`src/rtl/crg_pkg.sv`:
```
package crg_pkg;

    localparam int          CRG_PHASE_W  = 32;
    localparam int          CRG_CODE_LEN = 4092;
    localparam int          CRG_NTAPS    = 51;
    localparam int          CRG_NLANES   = 3;
    localparam logic [31:0] CRG_STEP     = 32'd261532830;
    localparam logic [15:0] CRG_KEY_DATA  = 16'd40503;
    localparam logic [15:0] CRG_KEY_PILOT = 16'd25173;

    typedef enum logic {
        CH_DATA  = 1'b0,
        CH_PILOT = 1'b1
    } code_ch_e;

    typedef struct packed {
        logic pilot;
        logic data;
    } chip_pair_t;

    // computed code table: parity of a 16-bit hash of the chip index
    function automatic logic code_chip(code_ch_e ch, logic [15:0] idx);
        logic [15:0] key;
        logic [15:0] h;
        key = (ch == CH_DATA) ? CRG_KEY_DATA : CRG_KEY_PILOT;
        h   = idx * key + (idx >> 2);
        return ^h;
    endfunction

    // lane (distinct offset) feeding tap k
    function automatic int lane_of_tap(int k, int ntaps, int nlanes);
        return (k * nlanes) / ntaps;
    endfunction

    // signed chip offset of lane j, centred on the prompt lane
    function automatic int lane_offset(int j, int nlanes);
        return j - (nlanes - 1) / 2;
    endfunction

endpackage

```
`src/rtl/crg_code_rom.sv`:
```
module crg_code_rom
    import crg_pkg::*;
#(
    parameter int IDX_W = 12
) (
    input  logic [IDX_W-1:0] idx_i,
    output chip_pair_t       chip_o
);

    logic [15:0] idx_ext;

    assign idx_ext     = 16'(idx_i);
    assign chip_o.data  = code_chip(CH_DATA,  idx_ext);
    assign chip_o.pilot = code_chip(CH_PILOT, idx_ext);

endmodule

```
`src/rtl/crg_lane_lookup.sv`:
```
module crg_lane_lookup
    import crg_pkg::*;
#(
    parameter int CODE_LEN = CRG_CODE_LEN,
    parameter int NLANES   = CRG_NLANES,
    parameter int IDX_W    = $clog2(CODE_LEN)
) (
    input  logic [IDX_W-1:0]              prm_idx_i,
    output chip_pair_t [NLANES-1:0]       lanes_o
);

    localparam int SUM_W = IDX_W + 2;
    localparam logic [SUM_W-1:0] LEN_S  = SUM_W'(CODE_LEN);
    localparam logic [SUM_W-1:0] LEN2_S = SUM_W'(2 * CODE_LEN);

    for (genvar j = 0; j < NLANES; j++) begin : g_lane
        localparam int OFF = lane_offset(j, NLANES);
        localparam logic [SUM_W-1:0] BIAS = SUM_W'(CODE_LEN + OFF);

        logic [SUM_W-1:0] raw;
        logic [SUM_W-1:0] wrapped;

        always_comb begin
            raw = {2'b00, prm_idx_i} + BIAS;
            if (raw >= LEN2_S)
                wrapped = raw - LEN2_S;
            else if (raw >= LEN_S)
                wrapped = raw - LEN_S;
            else
                wrapped = raw;
        end

        crg_code_rom #(
            .IDX_W (IDX_W)
        ) u_rom (
            .idx_i  (wrapped[IDX_W-1:0]),
            .chip_o (lanes_o[j])
        );
    end

endmodule

```
`src/rtl/crg_tap_fanout.sv`:
```
module crg_tap_fanout
    import crg_pkg::*;
#(
    parameter int NTAPS  = CRG_NTAPS,
    parameter int NLANES = CRG_NLANES
) (
    input  chip_pair_t [NLANES-1:0] lanes_i,
    output logic [NTAPS-1:0]        data_o,
    output logic [NTAPS-1:0]        pilot_o
);

    for (genvar k = 0; k < NTAPS; k++) begin : g_tap
        localparam int L = lane_of_tap(k, NTAPS, NLANES);
        assign data_o[k]  = lanes_i[L].data;
        assign pilot_o[k] = lanes_i[L].pilot;
    end

endmodule

```
`src/rtl/crg_code_nco.sv`:
```
module crg_code_nco
    import crg_pkg::*;
#(
    parameter int                 PHASE_W  = CRG_PHASE_W,
    parameter int                 CODE_LEN = CRG_CODE_LEN,
    parameter logic [PHASE_W-1:0] STEP     = CRG_STEP,
    parameter int                 IDX_W    = $clog2(CODE_LEN)
) (
    input  logic               clk_i,
    input  logic               rst_i,
    input  logic               smp_i,
    input  logic               ld_i,
    input  logic [PHASE_W-1:0] ld_phase_i,
    output logic [IDX_W-1:0]   prm_idx_o
);

    localparam int FRAC_W = PHASE_W - IDX_W;
    localparam logic [IDX_W-1:0] LEN_I = IDX_W'(CODE_LEN);
    localparam logic [IDX_W-1:0] LAST  = IDX_W'(CODE_LEN - 1);

    logic [PHASE_W-1:0] acc_q;
    logic [IDX_W-1:0]   idx_q;
    logic               pend_q;
    logic [PHASE_W-1:0] pend_word_q;

    logic [PHASE_W-1:0] sel_word;
    logic               use_ld;
    logic [IDX_W-1:0]   ld_idx_raw;
    logic [IDX_W-1:0]   ld_idx;
    logic [PHASE_W-1:0] ld_acc;
    logic [IDX_W-1:0]   base_idx;
    logic [PHASE_W-1:0] base_acc;
    logic [PHASE_W:0]   sum;
    logic [IDX_W-1:0]   nxt_idx;

    always_comb begin
        // a same-cycle write is newer than a pending one
        sel_word   = ld_i ? ld_phase_i : pend_word_q;
        use_ld     = ld_i | pend_q;
        ld_idx_raw = sel_word[PHASE_W-1 -: IDX_W];
        ld_idx     = (ld_idx_raw >= LEN_I) ? (ld_idx_raw - LEN_I) : ld_idx_raw;
        ld_acc     = {sel_word[FRAC_W-1:0], {IDX_W{1'b0}}};
        base_idx   = use_ld ? ld_idx : idx_q;
        base_acc   = use_ld ? ld_acc : acc_q;
        sum        = {1'b0, base_acc} + {1'b0, STEP};
        if (!sum[PHASE_W])
            nxt_idx = base_idx;
        else if (base_idx == LAST)
            nxt_idx = '0;
        else
            nxt_idx = base_idx + 1'b1;
    end

    always_ff @(posedge clk_i) begin
        if (rst_i) begin
            acc_q       <= '0;
            idx_q       <= '0;
            pend_q      <= 1'b0;
            pend_word_q <= '0;
        end else if (smp_i) begin
            acc_q  <= sum[PHASE_W-1:0];
            idx_q  <= nxt_idx;
            pend_q <= 1'b0;
        end else if (ld_i) begin
            pend_q      <= 1'b1;
            pend_word_q <= ld_phase_i;
        end
    end

    assign prm_idx_o = base_idx;

    AST_IDX_IN_RANGE: assert property (@(posedge clk_i) disable iff (rst_i)
        idx_q < LEN_I);

    AST_IDX_STEP: assert property (@(posedge clk_i) disable iff (rst_i)
        smp_i && !ld_i && !pend_q |=>
            (idx_q == $past(idx_q)) ||
            (idx_q == (($past(idx_q) == LAST) ? '0 : $past(idx_q) + 1'b1)));

    AST_PHASE_FROZEN: assert property (@(posedge clk_i) disable iff (rst_i)
        !smp_i |=> $stable(idx_q) && $stable(acc_q));

    AST_PEND_CLEARED: assert property (@(posedge clk_i) disable iff (rst_i)
        smp_i |=> !pend_q);

    AST_LD_HELD: assert property (@(posedge clk_i) disable iff (rst_i)
        ld_i && !smp_i |=> pend_q);

endmodule

```
`src/rtl/code_replica_gen.sv`:
```
module code_replica_gen
    import crg_pkg::*;
#(
    parameter int                 PHASE_W  = CRG_PHASE_W,
    parameter int                 CODE_LEN = CRG_CODE_LEN,
    parameter int                 NTAPS    = CRG_NTAPS,
    parameter int                 NLANES   = CRG_NLANES,
    parameter logic [PHASE_W-1:0] STEP     = CRG_STEP
) (
    input  logic               clk_i,
    input  logic               rst_i,
    input  logic               smp_i,
    input  logic               ld_i,
    input  logic [PHASE_W-1:0] ld_phase_i,
    output logic               rep_vld_o,
    output logic [NTAPS-1:0]   rep_data_o,
    output logic [NTAPS-1:0]   rep_pilot_o
);

    localparam int IDX_W = $clog2(CODE_LEN);

    logic [IDX_W-1:0]        prm_idx;
    chip_pair_t [NLANES-1:0] lanes;
    logic [NTAPS-1:0]        fan_data;
    logic [NTAPS-1:0]        fan_pilot;

    crg_code_nco #(
        .PHASE_W  (PHASE_W),
        .CODE_LEN (CODE_LEN),
        .STEP     (STEP),
        .IDX_W    (IDX_W)
    ) u_nco (
        .clk_i      (clk_i),
        .rst_i      (rst_i),
        .smp_i      (smp_i),
        .ld_i       (ld_i),
        .ld_phase_i (ld_phase_i),
        .prm_idx_o  (prm_idx)
    );

    crg_lane_lookup #(
        .CODE_LEN (CODE_LEN),
        .NLANES   (NLANES),
        .IDX_W    (IDX_W)
    ) u_lookup (
        .prm_idx_i (prm_idx),
        .lanes_o   (lanes)
    );

    crg_tap_fanout #(
        .NTAPS  (NTAPS),
        .NLANES (NLANES)
    ) u_fanout (
        .lanes_i (lanes),
        .data_o  (fan_data),
        .pilot_o (fan_pilot)
    );

    always_ff @(posedge clk_i) begin
        if (rst_i) begin
            rep_vld_o   <= 1'b0;
            rep_data_o  <= '0;
            rep_pilot_o <= '0;
        end else begin
            rep_vld_o <= smp_i;
            if (smp_i) begin
                rep_data_o  <= fan_data;
                rep_pilot_o <= fan_pilot;
            end
        end
    end

    AST_VLD_AFTER_SMP: assert property (@(posedge clk_i) disable iff (rst_i)
        smp_i |=> rep_vld_o);

    AST_NO_SPURIOUS_VLD: assert property (@(posedge clk_i) disable iff (rst_i)
        !smp_i |=> !rep_vld_o);

    AST_WORDS_HELD: assert property (@(posedge clk_i) disable iff (rst_i)
        !smp_i |=> $stable(rep_data_o) && $stable(rep_pilot_o));

endmodule

```
`config.mk`:
```
export PLATFORM = sky130hd
export DESIGN_NAME = code_replica_gen
export DESIGN_NICKNAME = d
export VERILOG_FILES = /design/src/rtl/crg_pkg.sv /design/src/rtl/crg_code_rom.sv /design/src/rtl/crg_lane_lookup.sv /design/src/rtl/crg_tap_fanout.sv /design/src/rtl/crg_code_nco.sv /design/src/rtl/code_replica_gen.sv
export SDC_FILE = /design/constraint.sdc
export NUM_CORES = 1
export LEC_CHECK = 0
export ABC_AREA = 0
export BUFFER_PORTS_ARGS = -buffer_cell sky130_fd_sc_hd__buf_2
export CORE_ASPECT_RATIO = 0.7
export CORE_UTILIZATION = 34
export CTS_BUF_LIST = sky130_fd_sc_hd__clkbuf_4
export DETAILED_ROUTE_END_ITERATION = 12
export PLACE_DENSITY = 0.6
export SYNTH_ARGS = -nofsm -noshare
export SYNTH_HDL_FRONTEND = slang
export SYNTH_SLANG_ARGS = --single-unit
```
`constraint.sdc`:
```
create_clock -name clk_i -period 21.1 [get_ports clk_i]
set_input_delay 2.11 -clock clk_i [delete_from_list [all_inputs] [get_ports clk_i]]
set_output_delay 2.11 -clock clk_i [all_outputs]
set_load 0.02 [all_outputs]
```
# Word level (Yosys, flattened, before mapping)
# Index checks and enable logic that the tools add are counted.
# word_totals
in_bits,36
output_inout_bits,103
ff_bits,148
wordCells,59
# classes
n_mux,12
n_mul,6
order_cmp,7
n_reduce_logical,7
n_eq_ne,1
bitwise_logic,1
n_addsub,18
# op_table
operator,count
12-bit 2-to-1 mux,10
16-bit by 10-bit adder with 16-bit output,6
16-bit parity,6
"12-bit subtractor, second input constant",7
32-bit 2-to-1 mux,2
"12-bit by 15-bit multiplier with 16-bit output, second input constant",3
"12-bit by 16-bit multiplier with 16-bit output, second input constant",3
"12-bit by 12-bit adder with 13-bit output, second input constant",3
"13-bit by 12-bit >= comparator with 1-bit output, second input constant",3
"13-bit >= comparator, second input constant",3
"32-bit by 28-bit adder with 33-bit output, second input constant",1
"12-bit by 1-bit adder with 12-bit output, second input constant",1
"12-bit equality test, second input constant",1
"12-bit >= comparator, second input constant",1
2-bit OR reduction,1
1-bit OR,1

# Logic depth before layout (Yosys ltp)
# logic_depth
ltp_word,11
depth_mapped,47
depth_no_buf,43

# Modules after synthesis
# From an unflattened synthesis, not the netlist that was laid out.
# hier_totals
cells_unflattened,2664
area_unflattened_um2,24345.8
# modules_own_cells
module,cells_each,seq_area_each_um2,area_each_um2,instances
crg_code_rom (u_lookup.g_lane[0].u_rom ...),452,0.0,4433.0,2
crg_code_nco,573,1521.5,4599.4,1
crg_code_rom (u_lookup.g_lane[2].u_rom),453,0.0,4419.2,1
code_replica_gen,331,2062.0,3699.8,1
crg_lane_lookup,301,0.0,1995.7,1
crg_tap_fanout,102,0.0,765.7,1

# Least setup slack after synthesis
# OpenSTA, ideal clock, no wires.
# synth_path
path_kind,input to register
start,input port ld_i
end,register rep_data_o[33]
setup_ns,0.121
required_time_ns,20.979
arrival_time_ns,11.676
path_stages,38
path_buffers,2
path_slack_ns,9.303
cell_sequence,buf_4 > buf_6 > mux2_2 > ha_1 > a2111oi_0 > a21oi_1 > a22oi_1 > ha_1 > inv_1 > a21oi_1 > a32oi_1 > a211oi_2 > mux2_2 > a22o_1 > o211ai_2 > or2_1 > nor2_1 > o31ai_1 > (+2 left out) > fa_1 > inv_1 > fa_1 > fa_1 > inv_1 > ha_1 > xnor2_1 > xnor2_1 > xnor2_1 > xnor3_1 > xnor3_1 > xnor2_1 > xnor2_1 > xnor2_1 > xnor2_1 > xnor2_1 > xnor2_1 > o21ai_1
# synth_between
elab_chain_len,11
word_cells_on_any_way,16
cone_classes,5 x add/sub; 1 x mul; 3 x order compare; 5 x mux; 1 x bitwise; 1 x reduce/logical
# synth_lines
element,line,rtl
"start, declared",code_replica_gen.sv:13,"input logic ld_i,"
32-bit 2-to-1 mux *,n/a,
via u_nco.sel_word[22],crg_code_nco.sv:26,logic [PHASE_W-1:0] sel_word;
12-bit subtractor or 12-bit >= comparator (tied branches),crg_code_nco.sv:41,ld_idx = (ld_idx_raw >= LEN_I) ? (ld_idx_raw - LEN_I) : ld_idx_raw;
12-bit 2-to-1 mux *,crg_code_nco.sv:41,
12-bit 2-to-1 mux *,crg_code_nco.sv:43,base_idx = use_ld ? ld_idx : idx_q;
12-bit by 12-bit adder with 13-bit output *,crg_lane_lookup.sv:24,"raw = {2'b00, prm_idx_i} + BIAS;"
12-bit subtractor or 13-bit by 12-bit >= comparator with 1-bit output (tied branches),"crg_lane_lookup.sv:28, crg_lane_lookup.sv:27",
12-bit 2-to-1 mux,crg_lane_lookup.sv:27,else if (raw >= LEN_S)
12-bit 2-to-1 mux *,crg_lane_lookup.sv:25,if (raw >= LEN2_S)
12-bit by 16-bit multiplier with 16-bit output,crg_pkg.sv:26,h = idx * key + (idx >> 2);
16-bit by 10-bit adder with 16-bit output *,crg_pkg.sv:26,
16-bit parity *,crg_pkg.sv:27,return ^h;
"end signal, assigned",code_replica_gen.sv:67,rep_data_o <= fan_data;
"end, declared",code_replica_gen.sv:16,"output logic [NTAPS-1:0] rep_data_o,"
# The timed path passes the listed nets; every way through them passes the cells marked *.
# A chain may end at the register's enable or synchronous reset.

# Worst setup path after layout
# layout_path
start,input port ld_i
end,register rep_data_o[33]
# layout_between
elab_chain_len,11
word_cells_on_any_way,16
cone_classes,5 x add/sub; 1 x mul; 3 x order compare; 5 x mux; 1 x bitwise; 1 x reduce/logical
# layout_lines
element,line
32-bit 2-to-1 mux,n/a
12-bit subtractor or 12-bit >= comparator (tied branches),crg_code_nco.sv:41
12-bit 2-to-1 mux,crg_code_nco.sv:41
12-bit 2-to-1 mux *,crg_code_nco.sv:43
12-bit by 12-bit adder with 13-bit output *,crg_lane_lookup.sv:24
12-bit subtractor or 13-bit by 12-bit >= comparator with 1-bit output (tied branches),"crg_lane_lookup.sv:28, crg_lane_lookup.sv:27"
12-bit 2-to-1 mux,crg_lane_lookup.sv:27
12-bit 2-to-1 mux *,crg_lane_lookup.sv:25
12-bit by 16-bit multiplier with 16-bit output,crg_pkg.sv:26
16-bit by 10-bit adder with 16-bit output *,crg_pkg.sv:26
16-bit parity *,crg_pkg.sv:27
# Mark *: on every way between the ends. The rest lies on a longest branch, timed or not.

==> results.sh <==
export IMPL_synth_ff_type="dfxtp_1"
export IMPL_clock_fmax_mhz=77.1
export IMPL_min_period_ps=12970
export IMPL_chipWidth_microns=295
export IMPL_synth_top_area_share=0.219
export IMPL_initial_core_util=0.347
export IMPL_syn_inst=2299
export IMPL_cp_arrival_ps=13340
export IMPL_async_flop_share=0
export IMPL_antenna_found_initial=0
export IMPL_status="finished, final reports clean"
export IMPL_synth_seq_cells=83
export IMPL_finalCritPeriodShare=0.615
export IMPL_clock_path_buffers=2
export IMPL_synth_nets=2885
export IMPL_diodes=0
export IMPL_htree_num_levels=3
export IMPL_ios=139
export IMPL_hold_class="reg -> reg"
export IMPL_rsz0062_at_grt="false"
export IMPL_cts_resized_gates=0
export IMPL_via_per_inst=4.98
export IMPL_path_clk_slew_ps=150
export IMPL_tightest_slew_ps=1210
export IMPL_drv_slew=0
export IMPL_cp_max_fo=58
export IMPL_crit_family="adder cells"
export IMPL_area_delta_synth_final_pct=5.01
export IMPL_gp_congestion=0.973
export IMPL_drt_pass1_iterations=5
export IMPL_grt_pass1_vias=15300
export IMPL_yosysWarnings=0
export IMPL_postCtsHoldBufs=0
export IMPL_grt_max_degree=59
export IMPL_worstPathRequired_ps=21470
export IMPL_synth_common_cells="inv_1, ha_1, xnor2_1"
export IMPL_synth_most_common_cell="inv_1"
export IMPL_wl_microns=51800
export IMPL_grt_overflow=0
export IMPL_die_y_microns=207
export IMPL_cpMostUsedCell="xnor2_1"
export IMPL_setup_violations=0
export IMPL_cts_root_buf="clkbuf_4"
export IMPL_cp_num_buf_inv=6
export IMPL_drc=0
export IMPL_hpwl_microns=43400
export IMPL_critPathMaxStageDelay_ps=780
export IMPL_synth_largest_area_cell="fa_1"
export IMPL_port_buffers=138
export IMPL_core_sq_mm=0.0588
export IMPL_cp_end_kind="flop"
export IMPL_drv_cap=0
export IMPL_design_die_area_sq_mm=0.0610
export IMPL_synth_cell_type_count=102
export IMPL_wl_per_cell_microns=16.6
export IMPL_slew_headroom=0.196
export IMPL_rows=74
export IMPL_ys_seq_area_frac=0.0815
export IMPL_skew_ps=34.6
export IMPL_drive_gt1_frac=0.104
export IMPL_critPathSlowestCell="a22oi_1"
export IMPL_grt_first_pass_wirelength_microns=83300
export IMPL_ant_nets=0
export IMPL_synth_area_top_cells="fa_1, ha_1, xnor2_1"
export IMPL_track_usage=0.172
export IMPL_critPathLaunchType="input pin"
export IMPL_synth_edff_count=0
export IMPL_clk_latency_ps=510
export IMPL_finalHoldViolCount=0
export IMPL_fin_nets=2912
export IMPL_path_class="in -> reg"
export IMPL_synth_area_sq_mm=0.0204
export IMPL_synth_area_per_cell_sq_um=8.87
export IMPL_via_count=15600
export IMPL_fin_tns_setup_ps=0
export IMPL_cts_sinks=83
export IMPL_cts_buffers_inserted=9
export IMPL_cts_tree="yes"
export IMPL_postCtsSetupRepairBufs=0
export IMPL_drtIter0Drc=953
-- path summary, 6_finish.rpt --
check / from / to / slack, ps / depth (start not counted)
max: ld_i / rep_data_o[33] / 8130 / 39
min: u_nco.pend_word_q[12] / u_nco.pend_word_q[12] / 470 / 2
max reg2reg: u_nco.pend_word_q[23] / rep_data_o[33] / 10010 / 39
min reg2reg: u_nco.pend_word_q[12] / u_nco.pend_word_q[12] / 470 / 2
-- per-layer routing --
layer,share of wire,vias to the layer above,track usage
li1,-,7504,-
met1,0.51,7573,0.267
met2,0.42,478,0.258
met3,0.066,29,0.0233
met4,0.0062,0,0.0186
met5,0,-,0
-- cells in the final DEF, fill, tap and decap left out, types with 42 or more instances in the layout --
cell	synthesis	routed
inv_1	377	377
o21ai_0	72	72
fa_1	223	223
xor2_1	47	47
dfxtp_1	83	82
buf_2	7	138
xnor2_1	226	226
mux2i_1	51	51
a21oi_1	108	108
nor2_1	107	105
ha_1	327	327
nand2_1	165	165
a21o_1	42	42
-- sequential cells by signal (all words and copies together) (netlist names) --
register,count
rep_data_o,3
rep_pilot_o,3
rep_vld_o,1
u_nco.acc_q,31
u_nco.idx_q,12
u_nco.pend_q,1
u_nco.pend_word_q,32
-- final cells by class --
cell class / count / area (sq um)
inverter: 382 / 1430
clock inverter: 7 / 51.3
fill: 5992 / 37400
tap: 798 / 998
sequential: 83 / 1660
clock buffer: 9 / 67.6
timing repair buffer: 158 / 841
multi-input combinational: 1692 / 16400
-- worst register-to-register path: cells and delay by family (launching register included) --
family | cells | cell delay [ps]
buf+inv | 5 | 590
xor+xnor | 12 | 2680
flops | 1 | 350
compound gates | 9 | 2450
fa+ha+maj | 8 | 3690
mux | 2 | 560
simple gates | 3 | 680
-- through the flow --
| step | cells | hold WS [ps] | utilization | setup WS, ps | cell area [sq um] |
|---|---|---|---|---|---|
| 6_report | 3129 | 466 | 0.364 | 8130 | 21400 |
| 5_1_grt | 3129 | 483 | 0.364 | 7270 | 21400 |
| 4_1_cts | 3129 | 467 | 0.364 | 8220 | 21400 |
| 3_5_place_dp | 3113 | 442 | 0.362 | 7730 | 21300 |
| 3_3_place_gp | 3113 | 438 | 0.362 | 8080 | 21300 |
| 2_1_floorplan | 2299 | 424 | - | 9300 | 20400 |
-- cell families (layout without fill, tap and decap cells) --
kind of cell | Yosys count | after routing | synth area share
AOI/OAI and AO/OA | 371 | 371 | 0.123
xor gates and xnor gates | 287 | 287 | 0.131
adders and majority gates | 550 | 550 | 0.420
buffers and inverters | 524 | 556 | 0.117
DFF | 83 | 83 | 0.0815
muxes | 56 | 56 | 0.0278
and+or+nand+nor | 428 | 428 | 0.100
Power is left out: the tool's default activity adds up to more than one toggle a clock period on the data nets, which glitch-free logic cannot reach.
